## config.mk

```make
export PLATFORM = sky130hd
export DESIGN_NAME = flash_cmd_seq
export DESIGN_NICKNAME = d
export VERILOG_FILES = /design/src/rtl/flash_cmd_seq.sv
export SDC_FILE = /design/constraint.sdc
export NUM_CORES = 1
export LEC_CHECK = 0
export ABC_AREA = 1
export BUFFER_PORTS_ARGS = -buffer_cell sky130_fd_sc_hd__buf_2
export CAP_MARGIN = 0
export CORE_MARGIN = 3
export CORE_UTILIZATION = 40
export DETAILED_ROUTE_END_ITERATION = 10
export PLACE_DENSITY_LB_ADDON = 0.2
export SYNTH_ARGS = -nofsm -noshare
export SYNTH_HDL_FRONTEND = slang
export SYNTH_SLANG_ARGS = --single-unit
```

## constraint.sdc

```tcl
create_clock -name clk -period 3.3 [get_ports clk]
set_input_delay 0.165 -clock clk [delete_from_list [all_inputs] [get_ports clk]]
set_output_delay 0.165 -clock clk [all_outputs]
set_load 0.005 [all_outputs]
```

## src/rtl/flash_cmd_seq.sv

```systemverilog
module flash_cmd_seq #(
  parameter int ADDR_W    = 16,
  parameter int BLK_W     = 3,
  parameter int PAGE_W    = 3,
  parameter int ERASE_CYC = 40,
  parameter int PROG_CYC  = 20,
  parameter bit TOP_BOOT  = 1'b1
) (
  input  logic              clk,
  input  logic              rst_n,
  input  logic              cmd_valid,
  input  logic [ADDR_W-1:0] cmd_addr,
  input  logic [7:0]        cmd_data,
  input  logic              wp_n,
  input  logic [ADDR_W-1:0] rd_addr,
  input  logic [7:0]        arr_rdata,
  input  logic              arr_fail,
  input  logic              arr_ovp,
  output logic [1:0]        rd_mode,
  output logic [7:0]        rd_data,
  output logic              rdy_busy,
  output logic              arr_prog_go,
  output logic              arr_erase_go,
  output logic              arr_erase_all,
  output logic              arr_hold,
  output logic [BLK_W-1:0]  arr_blk,
  output logic              arr_ld,
  output logic [ADDR_W-1:0] arr_ld_addr,
  output logic [7:0]        arr_ld_data
);
  localparam int NBLK    = 1 << BLK_W;
  localparam int CNT_MAX = (ERASE_CYC > PROG_CYC) ? ERASE_CYC : PROG_CYC;
  localparam int CNT_W   = $clog2(CNT_MAX + 1);
  localparam logic [PAGE_W-1:0] LAST_OFF = {PAGE_W{1'b1}};
  localparam logic [7:0] DEV_CODE = TOP_BOOT ? 8'h85 : 8'h86;

  localparam logic [1:0] M_ARR = 2'd0, M_ID = 2'd1, M_STS = 2'd2, M_LCK = 2'd3;

  typedef enum logic [2:0] {S_IDLE, S_SETUP, S_LOAD, S_BUSY, S_SUSP} state_t;
  typedef enum logic [1:0] {K_ERASE, K_EALL, K_PROG, K_LOCK} kind_t;

  state_t            state;
  kind_t             kind;
  logic [1:0]        mode;
  logic [7:0]        pend;
  logic [CNT_W-1:0]  cnt;
  logic [PAGE_W-1:0] idx;
  logic [BLK_W-1:0]  blk;
  logic              e5, p4, b3;
  logic [NBLK-1:0]   lock;
  logic              s5, s4, s3, clr;

  wire [BLK_W-1:0] wblk = cmd_addr[ADDR_W-1 -: BLK_W];
  wire [BLK_W-1:0] rblk = rd_addr[ADDR_W-1 -: BLK_W];
  wire [BLK_W-1:0] cblk = (idx == '0) ? wblk : blk;
  wire             busy = (state == S_BUSY);
  wire             susp = (state == S_SUSP);
  wire             fin  = busy && (cnt == CNT_W'(1));
  wire             open_st = (state == S_IDLE) || busy || susp;
  wire             off_ok  = (cmd_addr[PAGE_W-1:0] == idx);
  wire             is_rd   = (cmd_data == 8'hFF) || (cmd_data == 8'h90) ||
                             (cmd_data == 8'h70) || (cmd_data == 8'h71);
  logic [1:0]      rd_code;
  logic            unused_bits;

  assign unused_bits = ^{rd_addr, cmd_addr};

  always_comb begin
    case (cmd_data)
      8'h90:   rd_code = M_ID;
      8'h70:   rd_code = M_STS;
      8'h71:   rd_code = M_LCK;
      default: rd_code = M_ARR;
    endcase
  end

  always_comb begin
    s5 = 1'b0; s4 = 1'b0; s3 = 1'b0;
    if (fin) begin
      if (kind == K_ERASE || kind == K_EALL) s5 = arr_fail;
      else begin
        s4 = arr_fail;
        s3 = (kind == K_PROG) && arr_ovp;
      end
    end
    if (cmd_valid && state == S_SETUP) begin
      if (cmd_data != 8'hD0) begin
        s5 = 1'b1; s4 = 1'b1;
      end else if (pend == 8'h20 && lock[wblk] && !wp_n) s5 = 1'b1;
    end
    if (cmd_valid && state == S_LOAD) begin
      if (!off_ok) begin
        s5 = 1'b1; s4 = 1'b1;
      end else if (idx == LAST_OFF && lock[cblk] && !wp_n) s4 = 1'b1;
    end
  end

  assign clr = cmd_valid && open_st && (cmd_data == 8'h50);

  always_ff @(posedge clk or negedge rst_n) begin
    if (!rst_n) begin
      state <= S_IDLE; kind <= K_ERASE; mode <= M_ARR; pend <= '0;
      cnt <= '0; idx <= '0; blk <= '0;
      e5 <= 1'b0; p4 <= 1'b0; b3 <= 1'b0; lock <= '0;
      arr_prog_go <= 1'b0; arr_erase_go <= 1'b0; arr_erase_all <= 1'b0;
      arr_ld <= 1'b0; arr_ld_addr <= '0; arr_ld_data <= '0;
    end else begin
      arr_prog_go <= 1'b0; arr_erase_go <= 1'b0; arr_erase_all <= 1'b0;
      arr_ld <= 1'b0;
      e5 <= (e5 & ~clr) | s5;
      p4 <= (p4 & ~clr) | s4;
      b3 <= (b3 & ~clr) | s3;
      if (cmd_valid && is_rd && open_st) mode <= rd_code;
      case (state)
        S_IDLE: if (cmd_valid) begin
          if (cmd_data == 8'h20 || cmd_data == 8'h77 || cmd_data == 8'hA7) begin
            state <= S_SETUP; pend <= cmd_data;
          end else if (cmd_data == 8'h41) begin
            state <= S_LOAD; idx <= '0;
          end
        end
        S_SETUP: if (cmd_valid) begin
          mode  <= M_STS;
          state <= S_IDLE;
          if (cmd_data == 8'hD0) begin
            if (pend == 8'h20 && !(lock[wblk] && !wp_n)) begin
              state <= S_BUSY; kind <= K_ERASE; blk <= wblk;
              cnt <= CNT_W'(ERASE_CYC); arr_erase_go <= 1'b1;
            end else if (pend == 8'hA7) begin
              state <= S_BUSY; kind <= K_EALL; blk <= '0;
              cnt <= CNT_W'(ERASE_CYC); arr_erase_go <= 1'b1; arr_erase_all <= 1'b1;
            end else if (pend == 8'h77) begin
              state <= S_BUSY; kind <= K_LOCK; blk <= wblk;
              cnt <= CNT_W'(PROG_CYC);
            end
          end
        end
        S_LOAD: if (cmd_valid) begin
          if (!off_ok) begin
            state <= S_IDLE; mode <= M_STS;
          end else begin
            arr_ld <= 1'b1; arr_ld_addr <= cmd_addr; arr_ld_data <= cmd_data;
            idx <= idx + 1'b1;
            blk <= cblk;
            if (idx == LAST_OFF) begin
              mode  <= M_STS;
              state <= S_IDLE;
              if (!(lock[cblk] && !wp_n)) begin
                state <= S_BUSY; kind <= K_PROG;
                cnt <= CNT_W'(PROG_CYC); arr_prog_go <= 1'b1;
              end
            end
          end
        end
        S_BUSY: begin
          if (fin) begin
            state <= S_IDLE;
            if (kind == K_LOCK && !arr_fail) lock[blk] <= 1'b1;
            if (kind == K_ERASE && wp_n) lock[blk] <= 1'b0;
            if (kind == K_EALL && wp_n) lock <= '0;
          end else if (cmd_valid && cmd_data == 8'hB0) begin
            state <= S_SUSP; mode <= M_STS;
          end else cnt <= cnt - 1'b1;
        end
        S_SUSP: if (cmd_valid && cmd_data == 8'hD0) state <= S_BUSY;
        default: state <= S_IDLE;
      endcase
    end
  end

  always_comb begin
    case (mode)
      M_ARR:   rd_data = arr_rdata;
      M_ID:    rd_data = rd_addr[0] ? DEV_CODE : 8'h07;
      M_STS:   rd_data = {~busy, susp, e5, p4, b3, 3'b000};
      default: rd_data = {1'b0, ~lock[rblk], 6'b000000};
    endcase
  end

  assign rd_mode  = mode;
  assign rdy_busy = ~busy;
  assign arr_hold = susp;
  assign arr_blk  = blk;
endmodule

```

Yosys cells after proc, flatten, opt, wreduce, memory -nomap -nowiden --
Cells that the tools add are included.
Storage, ports and cells: flip-flop bits (word level) 66, bits in latches 0, memory bits (writable) 0, memory bits (read-only) 0, input bits 54, logic and storage cells 236, memories 0
Operators by class: add/sub/neg operators 2, multipliers 0, divide/modulo/power cells 0, $lt $le $gt $ge 5, eq/ne operators 43, shift operators 0, muxes and demuxes 110, bitwise operators 12, reduce and logical (&&, ||, !) cells 47
Operators by type and width (number):
- 3-bit 2-to-1 mux | 23
- 6-bit 2-to-1 mux | 11
- 8-bit by 7-bit == test with 1-bit output, second input constant | 6
- 8-bit == test, second input constant | 6
- 8-bit 2-to-1 mux | 6
- 2-bit 2-to-1 mux | 21
- 1-bit 2-to-1 mux | 37
- 8-bit case mux with 3 select lines | 1
- 1-bit logical AND | 21
- 6-bit case mux with 3 select lines | 1
- 8-bit by 6-bit == test with 1-bit output, second input constant | 2
- 3-bit by 4-bit less-than comparator with 1-bit output, second input constant | 4
- 2-bit inequality test, second input constant | 8
- 3-bit case mux with 5 select lines | 1
- 2-bit case mux with 3 select lines | 2
- 3-bit case mux with 2 select lines | 2
- 6-bit AND reduction | 2
- 10-bit AND reduction | 1
- 1-bit binary-select mux with 3-bit select | 3
- 8-bit bitwise AND | 1
- 1-bit logical OR | 8
- 2-bit by 1-bit inequality test with 1-bit output, second input constant | 4
- 8-bit inequality test, second input constant | 1
- 8-bit NOT | 1
- other kinds (28) | 46

Logic depth before layout (Yosys ltp) --
Gate-level depths: netlist of the first run.
depth in word-level cells 11, depth in mapped cells 13, mapped depth without buffers 13

Worst setup path after synthesis of the first run --
Ideal clock, no wire load.
path kind register to register, from register idx[0], to register cnt[3], arrival time 1.608 ns, setup slack 1.576 ns, stages on the path, launching flop included 12, cells stage by stage dfrtp_1 > inv_1 > ha_1 > nand2_2 > o21ai_0 > inv_1 > nand3_1 > nand4_1 > nand3_4 > inv_2 > nand2_1 > nand2_1
Between the ends: longest elaborated chain between the ends 7
Ends and longest elaborated chain:
- start: declaration | line 47 | logic [PAGE_W-1:0] idx;
- start signal: assignment | line 143 | idx <= idx + 1'b1;
- 3-bit zero test | line 55 | wire [BLK_W-1:0] cblk = (idx == '0) ? wblk : blk;
- 3-bit 2-to-1 mux | line 55
- 1-bit binary-select mux with 3-bit select | line 148 | if (!(lock[cblk] && !wp_n)) begin
- 1-bit 2-to-1 mux (implied by the code) | line 148
- 1-bit logical AND | line 148
- 2-bit inequality test (no source line)
- 10-bit AND reduction (no source line) *
- end signal: assignment | line 134 | cnt <= CNT_W'(PROG_CYC);
- end signal: assignment | line 163 | end else cnt <= cnt - 1'b1;
- end: declaration | line 46 | logic [CNT_W-1:0] cnt;
Mark *: on every way between the ends. The rest lies on a longest branch, timed or not. The select of a mux whose other input is x is not followed. A chain may end at the register's enable or synchronous reset.

Final worst setup path of the first run --
from register state[2], to register arr_ld_addr[11]
Between the ends: longest elaborated chain between the ends 2
Ends and longest elaborated chain:
- start: declaration | line 42 | state_t state;
- start signal: assignment | line 102 | state <= S_IDLE; kind <= K_ERASE; mode <= M_ARR; pend <= '0;
- start signal: assignment | line 117 | state <= S_SETUP; pend <= cmd_data;
- start signal: assignment | line 119 | state <= S_LOAD; idx <= '0;
- 3-bit by 2-bit == test with 1-bit output | line 114 | case (state)
- 3-bit AND reduction (no source line)
- end signal: assignment | line 106 | arr_ld <= 1'b0; arr_ld_addr <= '0; arr_ld_data <= '0;
- end signal: assignment | line 142 | arr_ld <= 1'b1; arr_ld_addr <= cmd_addr; arr_ld_data <= cmd_data;
- end: declaration | line 28 | output logic [ADDR_W-1:0] arr_ld_addr,
No other way between the ends.

==> results of run 1 <==
kinds of logic after synthesis:
kind of cell	count (synthesis)	share of synthesized area (%)
AND/OR/NAND/NOR	298	35.2
AO/OA/AOI/OAI	83	11.9
buffers and inverters	81	8.12
flip-flops	66	42.0
XOR/XNOR	5	1.11
adder cells (fa/ha/maj)	5	1.59
worst max-delay path, delay by kind of cell, from the launching register on:
kind | cells | cell delay (ns)
buf+inv | 2 | 0.51
flops | 1 | 0.47
simple gates | 5 | 1.06
final cells by class:
class                           count  area [sq um]  area share (%)
Tap cell                          129           161            3.37
Multi-Input combinational cell    391          1960            41.0
Sequential cell                    66          1650            34.5
Inverter                           74           278            5.80
Clock buffer                        9           124            2.59
Clock inverter                      7           103            2.14
Timing Repair Buffer               93           508            10.6
state kept, by name, summed over array words and instances, names as in the netlist:
register,flops
arr_ld_addr,16
arr_ld_data,8
lock,8
pend,8
cnt,6
arr_blk,3
idx,3
state,3
kind,2
rd_mode,2
arr_erase_all,1
arr_erase_go,1
arr_ld,1
arr_prog_go,1
b3,1
e5,1
p4,1
metal layers:
metal  up-vias  track usage, %  part of all wire (%)  wire, um
met1      1805            25.3                    44      4550
met5         -               0                     0         0
met3        19            4.39                   5.2       535
met4         0            7.78                   2.1       217
li1       1947               -                     -         -
met2       110            32.9                    49      5080
power by group through the flow:
| stage | sequential (mW) | clock (mW) | combinational (mW) |
|---|---|---|---|
| floorplan | 1.27 | 0 | 1.13 |
| global placement | 1.29 | 0 | 1.58 |
| detailed placement | 1.30 | 0 | 1.61 |
| CTS | 1.28 | 0.795 | 1.63 |
| global route | 1.33 | 0.833 | 1.86 |
| finish | 1.28 | 0.764 | 1.62 |
path summary, 6_finish.rpt:
| path | slack, ns | endpoint | cells past startpoint | from |
|---|---|---|---|---|
| worst max register to register | 1.20 | arr_ld_addr[11]$_DFFE_PN0P_ | 7 | state[2]$_DFFE_PN0P_ |
| worst min register to register | 0.48 | arr_ld_addr[4]$_DFFE_PN0P_ | 2 | arr_ld_addr[4]$_DFFE_PN0P_ |
| min in group asynchronous | 0.27 | arr_prog_go$_DFF_PN0_ | 2 | rst_n |
| worst min-delay path | 0.02 | arr_ld_addr[3]$_DFFE_PN0P_ | 3 | cmd_addr[3] |
| max in group asynchronous | 2.05 | state[0]$_DFFE_PN0P_ | 3 | rst_n |
| worst max-delay path | 1.20 | arr_ld_addr[11]$_DFFE_PN0P_ | 7 | state[2]$_DFFE_PN0P_ |
synth_stat cells, types with 2 or more instances:
library cell    n
a21oi_1        24
buf_2           3
clkbuf_1        2
clkinv_1        2
dfrtp_1        66
ha_1            5
inv_1          59
inv_2          13
nand2_1       157
nand2_2         4
nand3_1        54
nand3_2         4
nand3_4         2
nand4_1        10
nor2_1         33
nor2_2          5
nor2_4          4
nor3_1         15
o211ai_1        3
o21ai_0        35
o21ai_1         9
o22ai_1         2
o31ai_1         2
or2_2           3
xor2_1          4
==> impl_metrics.csv, run 1 <==
group,metric,value,unit
detailed_routing,drtIter0Drc,199,
timing,max_slew_margin,57.6,%
critical_path,slowest_delay,0.47,ns
power,power_density,766,nW/um^2
synthesis,synth_area,3930,sq um
power,max-vdd-ir-drop,0.000311,V
timing,tns,0,ns
cells_and_area,design_area,4790,sq um
clock_tree,root_buffer,"clkbuf_8",
cells_and_area,num-fill-cells,974,
timing,min_period_over_period,63.8,%
detailed_routing,vias,3881,
clock_tree,clock_latency,0.35,ns
timing,timing.final.ws_setup,1.20,ns
critical_path,crit_path_end_kind,"flop",
clock_tree,clkTransAtPathRegs,0.07,ns
timing,timing.hold.ws,0.0200,ns
placement,place_area,4480,sq um
grt,track_usage,19.9,%
critical_path,worstPathArrival,2.39,ns
grt,grt-ovfl-total,0,
detailed_routing,drc,0,
clock_tree,ctsResizeCount,0,
placement,port_buffers,84,
timing,slew_viol_final,0,
clock_tree,cts-htree-levels,3,
detailed_routing,dr.pass1.iters,5,
synthesis,synth_edf_count,0,
synthesis,synth_top_cell_by_area,"dfrtp_1",
placement,dp.final_hpwl,7890,um
flow_run,drv_cap,0,
synthesis,synthTopCellsByArea,"dfrtp_1, nand2_1, nand3_1",
critical_path,crit_slowest_cell,"dfrtp_1",
clock_tree,cts_buffers,9,
floorplan,start_util,41.8,%
power,p_sw,1.54,mW
power,leakagePower,2.53,nW
floorplan,dieArea,11100,sq um
timing,final-hold-violation-count,0,
clock_tree,post-cts-setup-buffer-count,0,
floorplan,rows,35,
power,p_int,2.13,mW
clock_tree,cts.sinks,66,
synthesis,post-synth-top-area-fraction,42.0,%
critical_path,cp.required,3.58,ns
power,p_seq_share,35.0,%
detailed_routing,via_per_inst,5.05,
floorplan,die_w,105,um
synthesis,yosysWarnings,0,
min_path,min_path_type,"input port to flop",
floorplan,coreArea,9420,sq um
cells_and_area,nets,694,
placement,gp_congestion,0.918,
cells_and_area,drive_gt1_share,22.3,%
critical_path,critPathKind,"flop to flop",
floorplan,pin_count,97,
synthesis,ys_ff_latch,66,
power,clkPwrFrac,20.8,%
timing,rsz0062_at_grt,"false",
synthesis,syn_area_per_cell,7.31,sq um
placement,placedCellCount,745,
synthesis,synth_nets,597,
power,total_power,3.67,mW
power,p_sw_share,41.9,%
cells_and_area,instances_no_fill,769,
detailed_routing,post_drt_wl_per_cell,13.5,um
clock_tree,clockBufferDepth,2,
clock_tree,cts_tree,"done",
critical_path,worstSetupStartpointType,"flop",
synthesis,ys_seq_area_share,42.0,%
detailed_routing,routed_wl,10400,um
synthesis,yosysUniqueCellTypes,43,
timing,finalCriticalPeriod,2.10,ns
detailed_routing,postRouteAntennaNets,0,
grt,antenna_found_initial,0,
cells_and_area,final_cell_mix,"nand2_1, buf_2, dfrtp_1, inv_1, nand3_1",
grt,first_global_vias,3784,
cells_and_area,n_antenna_cell,0,
cells_and_area,syn2layout_area_growth,21.7,%
critical_path,critPathMaxFanout,36,
synthesis,ys_async_sr_fraction,100,%
grt,grt_max_degree,50,
synthesis,syn_inst,538,
timing,setup_violations,0,
cells_and_area,final_common_cell,"nand2_1",
status,status,"finished, final reports clean",
timing,fin_skew,0.0104,ns
grt,grt_pass1_wl,17800,um
timing,worstMarginPinSlew,0.633,ns
critical_path,crit_chain,"inv_2 -> nand3_2 -> nor2_2 -> nand2_2 -> inv_2 -> nand2_1 -> nand2_1",
synthesis,ys.flop_type,"dfrtp_1",
clock_tree,postCtsHoldBufs,8,
placement,dpl_worst_slack,1.23,ns
cells_and_area,final_util,50.8,%
floorplan,die_height,105,um
power,power_frac_comb,44.2,%
timing,max_clock_freq,475,MHz
No activity file was read; power rests on OpenSTA's default activity.
==> run 2, diff against run 1 <==
- clock period: 3.3 -> 1.95 ns (I/O delays scaled with it)
==> run 2 against run 1 <==
  * Flip-flop and latch count unchanged
  * Non-clock buffer count grew 14
  * Count of clock-buffer cells in the layout increased by 1
  * Wire length rose by 5.3%
  * Global-route usage up 0.12 points
  * Via count rose by 2.5%
  * Core utilization increased by 2.3 points
  * Setup slack got worse by 1.1 ns
  * Sequential power up 71%
  * First-iteration DRC count up 15%
  * Highest routed layer unchanged
==> impl_metrics.csv, run 2 (synthesized netlist as in run 1, its figures left out) <==
group,metric,value,unit
status,status,"finished, final reports clean",
cells_and_area,num-fill-cells,951,
detailed_routing,drc,0,
grt,first_global_vias,3738,
clock_tree,cts-htree-levels,3,
clock_tree,cts_buffers,9,
cells_and_area,final_cell_mix,"nand2_1, buf_2, dfrtp_1, inv_1, nand3_1",
clock_tree,cts.sinks,66,
critical_path,path_delay_family,"simple AND/OR/NAND/NOR gates",
detailed_routing,drtIter0Drc,228,
floorplan,pin_count,97,
grt,grt_max_degree,42,
grt,track_usage,20.0,%
cells_and_area,instances_no_fill,783,
cells_and_area,top_register,"arr_ld_addr",
timing,max_clock_freq,539,MHz
cells_and_area,multiInputGateArea,2060,sq um
timing,rsz0062_at_grt,"true",
placement,gp_congestion,0.920,
placement,port_buffers,84,
critical_path,critPathKind,"flop to flop",
cells_and_area,regArea,1650,sq um
cells_and_area,drive_gt1_share,26.1,%
flow_run,drv_cap,0,
grt,grt_use_met1,26.9,%
floorplan,rows,35,
detailed_routing,via_per_inst,5.08,
grt,antenna_found_initial,0,
cells_and_area,nets,708,
floorplan,dieArea,11100,sq um
clock_tree,cts_tree,"done",
cells_and_area,n_antenna_cell,0,
critical_path,crit_chain,"inv_2 -> ha_4 -> nand2_4 -> nand2_1 -> nand3_1 -> nand3_1 -> nand3_2 -> nand4_1 -> nand2_1 -> nor2_4 -> nand2_1 -> o21ai_1",
critical_path,cp.required,2.18,ns
timing,max_slew_margin,57.6,%
detailed_routing,post_drt_wl_per_cell,14.0,um
critical_path,crit_path_end_kind,"flop",
critical_path,cpMostUsedCell,"nand2_1",
timing,fin_skew,0.00502,ns
clock_tree,root_buffer,"clkbuf_8",
cells_and_area,largest_reg_flops,16,
grt,grt-ovfl-total,0,
timing,setup_violations,0,
cells_and_area,final_util,53.1,%
min_path,min_path_type,"input port to flop",
clock_tree,clock_latency,0.34,ns
timing,finalCriticalPeriod,1.86,ns
critical_path,slowest_delay,0.41,ns
floorplan,coreArea,9420,sq um
critical_path,crit_slowest_cell,"dfrtp_1",
timing,min_period_over_period,95.2,%
cells_and_area,syn2layout_area_growth,27.2,%
cells_and_area,final_common_cell,"nand2_1",
floorplan,die_w,105,um
placement,placedCellCount,752,
clock_tree,clockBufferDepth,2,
placement,dp.final_hpwl,8180,um
timing,worstMarginPinSlew,0.636,ns
power,max-vdd-ir-drop,0.000717,V
floorplan,start_util,41.8,%
timing,slew_viol_final,0,
floorplan,die_height,105,um
grt,grtUsageMet2,32.4,%
critical_path,critPathMaxFanout,8,
power,power_density,1300,nW/um^2
critical_path,path_buf_inv,1,
detailed_routing,postRouteAntennaNets,0,
critical_path,worstSetupStartpointType,"flop",
clock_tree,clkTransAtPathRegs,0.08,ns
grt,grt_pass1_wl,17900,um
detailed_routing,routed_wl,10900,um
critical_path,worstPathArrival,2.08,ns
power,leakagePower,2.62,nW
timing,final-hold-violation-count,0,
detailed_routing,dr.pass1.iters,5,
grt,met3_usage,4.32,%
grt,grt_busiest_layer,"met2",
detailed_routing,vias,3978,
==> run 2: cell count changes in the layout (fill, tap and decap cells not counted), sizes merged <==
cell	before	now
buf	85	93
dlygate4sd3	8	14
bufinv	2	1
clkbuf	9	10
clkinvlp	1	2
inv	73	72
==> run 2: where the power goes <==
group	internal, mW	leakage [nW]	switching (mW)
clock network	0.593	0.0925	0.576
logic	1.29	1.73	1.85
registers	1.81	0.795	0.377
==> run 2: what timing repair did <==
item                       in CTS  in global routing
hold buffers                   14                  0
pin swaps                       1                  9
setup endpoints to repair       5                 14
hold endpoints to repair       39                  0
gates resized for setup         2                 26
setup buffers                   0                  1
==> run 2: through the flow <==
| stage | power [mW] | instance area, sq um | setup WS [ns] | hold WS, ns | TNS (ns) |
|---|---|---|---|---|---|
| after floorplan | 4.06 | 3930 | 0.226 | -0.198 | 0 |
| after global placement | 4.97 | 4560 | 0.0613 | 0.142 | 0 |
| after detailed placement | 5.04 | 4560 | 0.0164 | 0.148 | 0 |
| after CTS | 6.26 | 4890 | 0.0122 | 0.00336 | 0 |
| after global routing | 7.06 | 5000 | -0.0567 | 0.0368 | -0.140 |
| final | 6.51 | 5000 | 0.0944 | 0.0252 | 0 |
==> run 2: worst paths after layout <==
kind,from,end,slack [ns],cells past startpoint
hold reg to reg,arr_ld_data[3]$_DFFE_PN0P_,arr_ld_data[3]$_DFFE_PN0P_,0.48,2
hold / removal,cmd_data[3],arr_ld_data[3]$_DFFE_PN0P_,0.03,3
max in group asynchronous,rst_n,arr_blk[2]$_DFFE_PN0P_,1.00,3
setup / recovery,idx[0]$_DFFE_PN0P_,kind[0]$_DFFE_PN0P_,0.09,12
setup reg to reg,idx[0]$_DFFE_PN0P_,kind[0]$_DFFE_PN0P_,0.09,12
min in group asynchronous,rst_n,arr_ld$_DFF_PN0_,0.30,2
==> run 2: final cells by class <==
| class | instances | area share [%] |
|---|---|---|
| flip-flops and latches | 66 | 33.0 |
| clock inverters | 6 | 1.35 |
| repair buffers | 107 | 13.1 |
| clock buffers | 10 | 2.55 |
| well taps | 129 | 3.23 |
| multi-input cells | 391 | 41.2 |
| inverters | 74 | 5.55 |
==> run 2: worst register-to-register path, cell delays in order (launching register included) <==
cell	delay (ns)
dfrtp_1	0.41
inv_2	0.07
ha_4	0.17
nand2_4	0.14
nand2_1	0.11
nand3_1	0.10
nand3_1	0.10
nand3_2	0.10
nand4_1	0.19
nand2_1	0.18
nor2_4	0.06
nand2_1	0.06
o21ai_1	0.06
==> run 2: metal layers <==
layer	vias up	wire length (um)
met5	-	0
li1	1983	-
met4	0	129
met2	108	5320
met3	12	609
met1	1875	4880
==> run 3, diff against run 2 <==
- CORE_MARGIN: 3 -> default
- CORE_UTILIZATION: 40 -> 54
==> run 3 against run 2 <==
  * Core utilization grew 20 points
  * Non-clock buffer count grew 5
  * Global-route usage grew 8.8 points
  * Critical endpoint is now cnt[0]$_DFFE_PN0P_
  * Largest power group unchanged
  * Highest routed layer unchanged
==> impl_metrics.csv, run 3 (synthesized netlist as in run 1, its figures left out) <==
group,metric,value,unit
timing,rsz0062_at_grt,"true",
cells_and_area,drive_gt1_share,27.7,%
placement,dp.final_hpwl,7530,um
min_path,min_delay_path_depth,3,
timing,max_clock_freq,515,MHz
clock_tree,clockBufferDepth,2,
cells_and_area,final_cell_mix,"nand2_1, buf_2, dfrtp_1, inv_1, nand3_1",
timing,max_slew_margin,58.9,%
power,max-vdd-ir-drop,0.000678,V
clock_tree,cts_tree,"done",
cells_and_area,final_util,72.8,%
detailed_routing,routed_wl,10900,um
placement,port_buffers,84,
critical_path,reg2reg_slack,0.008,ns
floorplan,die_height,87.3,um
critical_path,critPathKind,"flop to flop",
flow_run,drv_cap,0,
critical_path,path_buf_inv,3,
critical_path,cp.required,2.19,ns
timing,tns,0,ns
min_path,min_path_type,"input port to flop",
power,power_density,1310,nW/um^2
floorplan,coreArea,6910,sq um
cells_and_area,top_register,"arr_ld_addr",
critical_path,ff2ff_path_depth,11,
floorplan,die_w,87.3,um
floorplan,rows,30,
timing,setup_violations,0,
detailed_routing,vias,4068,
status,status,"finished, final reports clean",
detailed_routing,routed.top_layer,"met4",
cells_and_area,largest_reg_flops,16,
critical_path,worstSetupStartpointType,"flop",
timing,fin_skew,0.00736,ns
timing,slew_viol_final,0,
critical_path,r2r-end,"cnt[0]$_DFFE_PN0P_",
grt,grt_max_degree,27,
critical_path,critPathMaxFanout,5,
detailed_routing,dr_wl_met3,670,um
timing,finalCriticalPeriod,1.94,ns
critical_path,crit_slowest_cell,"dfrtp_1",
critical_path,crit_path_end_kind,"flop",
timing,worstMarginPinSlew,0.616,ns
grt,track_usage,28.9,%
clock_tree,cts_buffers,9,
detailed_routing,drtIter0Drc,273,
detailed_routing,via_per_inst,5.38,
floorplan,pin_count,97,
cells_and_area,nets,714,
min_path,whs_endpoint,"arr_ld_data[3]$_DFFE_PN0P_",
power,leakagePower,2.65,nW
clock_tree,cts-htree-levels,3,
cells_and_area,num-fill-cells,564,
detailed_routing,met1_length,4410,um
detailed_routing,drc,0,
timing,min_period_over_period,99.6,%
timing,final-hold-violation-count,0,
detailed_routing,dr.pass1.iters,5,
clock_tree,cts.sinks,66,
min_path,min_from,"cmd_data[3]",
detailed_routing,post_drt_wl_per_cell,14.4,um
clock_tree,root_buffer,"clkbuf_8",
cells_and_area,syn2layout_area_growth,27.8,%
cells_and_area,n_antenna_cell,0,
critical_path,r2r_start,"idx[0]$_DFFE_PN0P_",
critical_path,crit_chain,"inv_2 -> ha_4 -> buf_6 -> nand3_4 -> nand3_2 -> nand3_1 -> nand3_2 -> nand4_1 -> buf_4 -> nand3_4 -> o21ai_1",
critical_path,path_delay_family,"simple AND/OR/NAND/NOR gates",
grt,grt-ovfl-total,0,
grt,first_global_vias,3718,
critical_path,worstPathArrival,2.18,ns
critical_path,slowest_delay,0.42,ns
placement,gp_congestion,0.976,
grt,antenna_found_initial,0,
detailed_routing,met2_wirelength,5610,um
floorplan,start_util,56.9,%
grt,grt_pass1_wl,17000,um
clock_tree,clock_latency,0.35,ns
floorplan,dieArea,7630,sq um
detailed_routing,postRouteAntennaNets,0,
clock_tree,clkTransAtPathRegs,0.08,ns
cells_and_area,final_common_cell,"nand2_1",
[run 3: where the power goes]
| group | switching (mW) | internal (mW) |
|---|---|---|
| logic | 1.99 | 1.35 |
| registers | 0.361 | 1.81 |
| clock network | 0.577 | 0.503 |
[run 3: worst max path at each step]
stage,startpoint,end,slack (ns),cells past startpoint
5_1_grt,idx[0]$_DFFE_PN0P_,cnt[3]$_DFFE_PN0P_,-0.17,12
2_1_floorplan,idx[0]$_DFFE_PN0P_,cnt[3]$_DFFE_PN0P_,0.23,11
3_5_place_dp,idx[0]$_DFFE_PN0P_,cnt[3]$_DFFE_PN0P_,0.03,13
3_3_place_gp,idx[0]$_DFFE_PN0P_,cnt[3]$_DFFE_PN0P_,0.08,11
4_1_cts,idx[0]$_DFFE_PN0P_,cnt[3]$_DFFE_PN0P_,0.03,13
6_report,idx[0]$_DFFE_PN0P_,cnt[0]$_DFFE_PN0P_,0.008,11
[run 3: timing repair]
| action | CTS | global route |
|---|---|---|
| endpoints found under the setup margin | 3 | 29 |
| hold buffers | 14 | 0 |
| endpoints found under the hold margin | 37 | 0 |
| setup buffers | 0 | 6 |
| resized for setup | 1 | 40 |
| pin swaps | 1 | 16 |
| gates cloned | 0 | 1 |
[run 3: through the flow]
| stage | area [sq um] | setup WS, ns | std cells | power [mW] | hold slack [ns] |
|---|---|---|---|---|---|
| floorplan | 3930 | 0.226 | 538 | 4.06 | -0.198 |
| global placement | 4500 | 0.0836 | 719 | 4.87 | 0.135 |
| detailed placement | 4500 | 0.0283 | 719 | 4.96 | 0.138 |
| CTS | 4820 | 0.0263 | 749 | 6.08 | 0.0125 |
| global route | 5030 | -0.165 | 756 | 7.11 | 0.0408 |
| finish | 5030 | 0.00830 | 756 | 6.59 | 0.0282 |
[run 3: area by class of cell]
class | instances | area, sq um | share of cell area, %
clock buffer | 11 | 141 | 2.81
clock inverter | 5 | 38.8 | 0.772
inverter | 74 | 283 | 5.63
multi-input combinational | 392 | 2110 | 42.0
sequential | 66 | 1650 | 32.9
tap | 96 | 120 | 2.39
timing repair buffer | 112 | 682 | 13.6
[run 3: routing by layer]
| layer | global-route usage, % | vias up |
|---|---|---|
| li1 | - | 1993 |
| met1 | 36.5 | 1897 |
| met2 | 49.6 | 152 |
| met3 | 5.50 | 26 |
| met4 | 9.39 | 0 |
| met5 | 0 | - |
[run 3: worst reg2reg max path: cells and delay by family (launching register included)]
family / cells / cell delay (ns)
and+or+nand+nor: 6 / 0.77
buffers and inverters: 3 / 0.43
DFF: 1 / 0.42
adders and majority gates: 1 / 0.15
AOI/OAI and AO/OA: 1 / 0.07
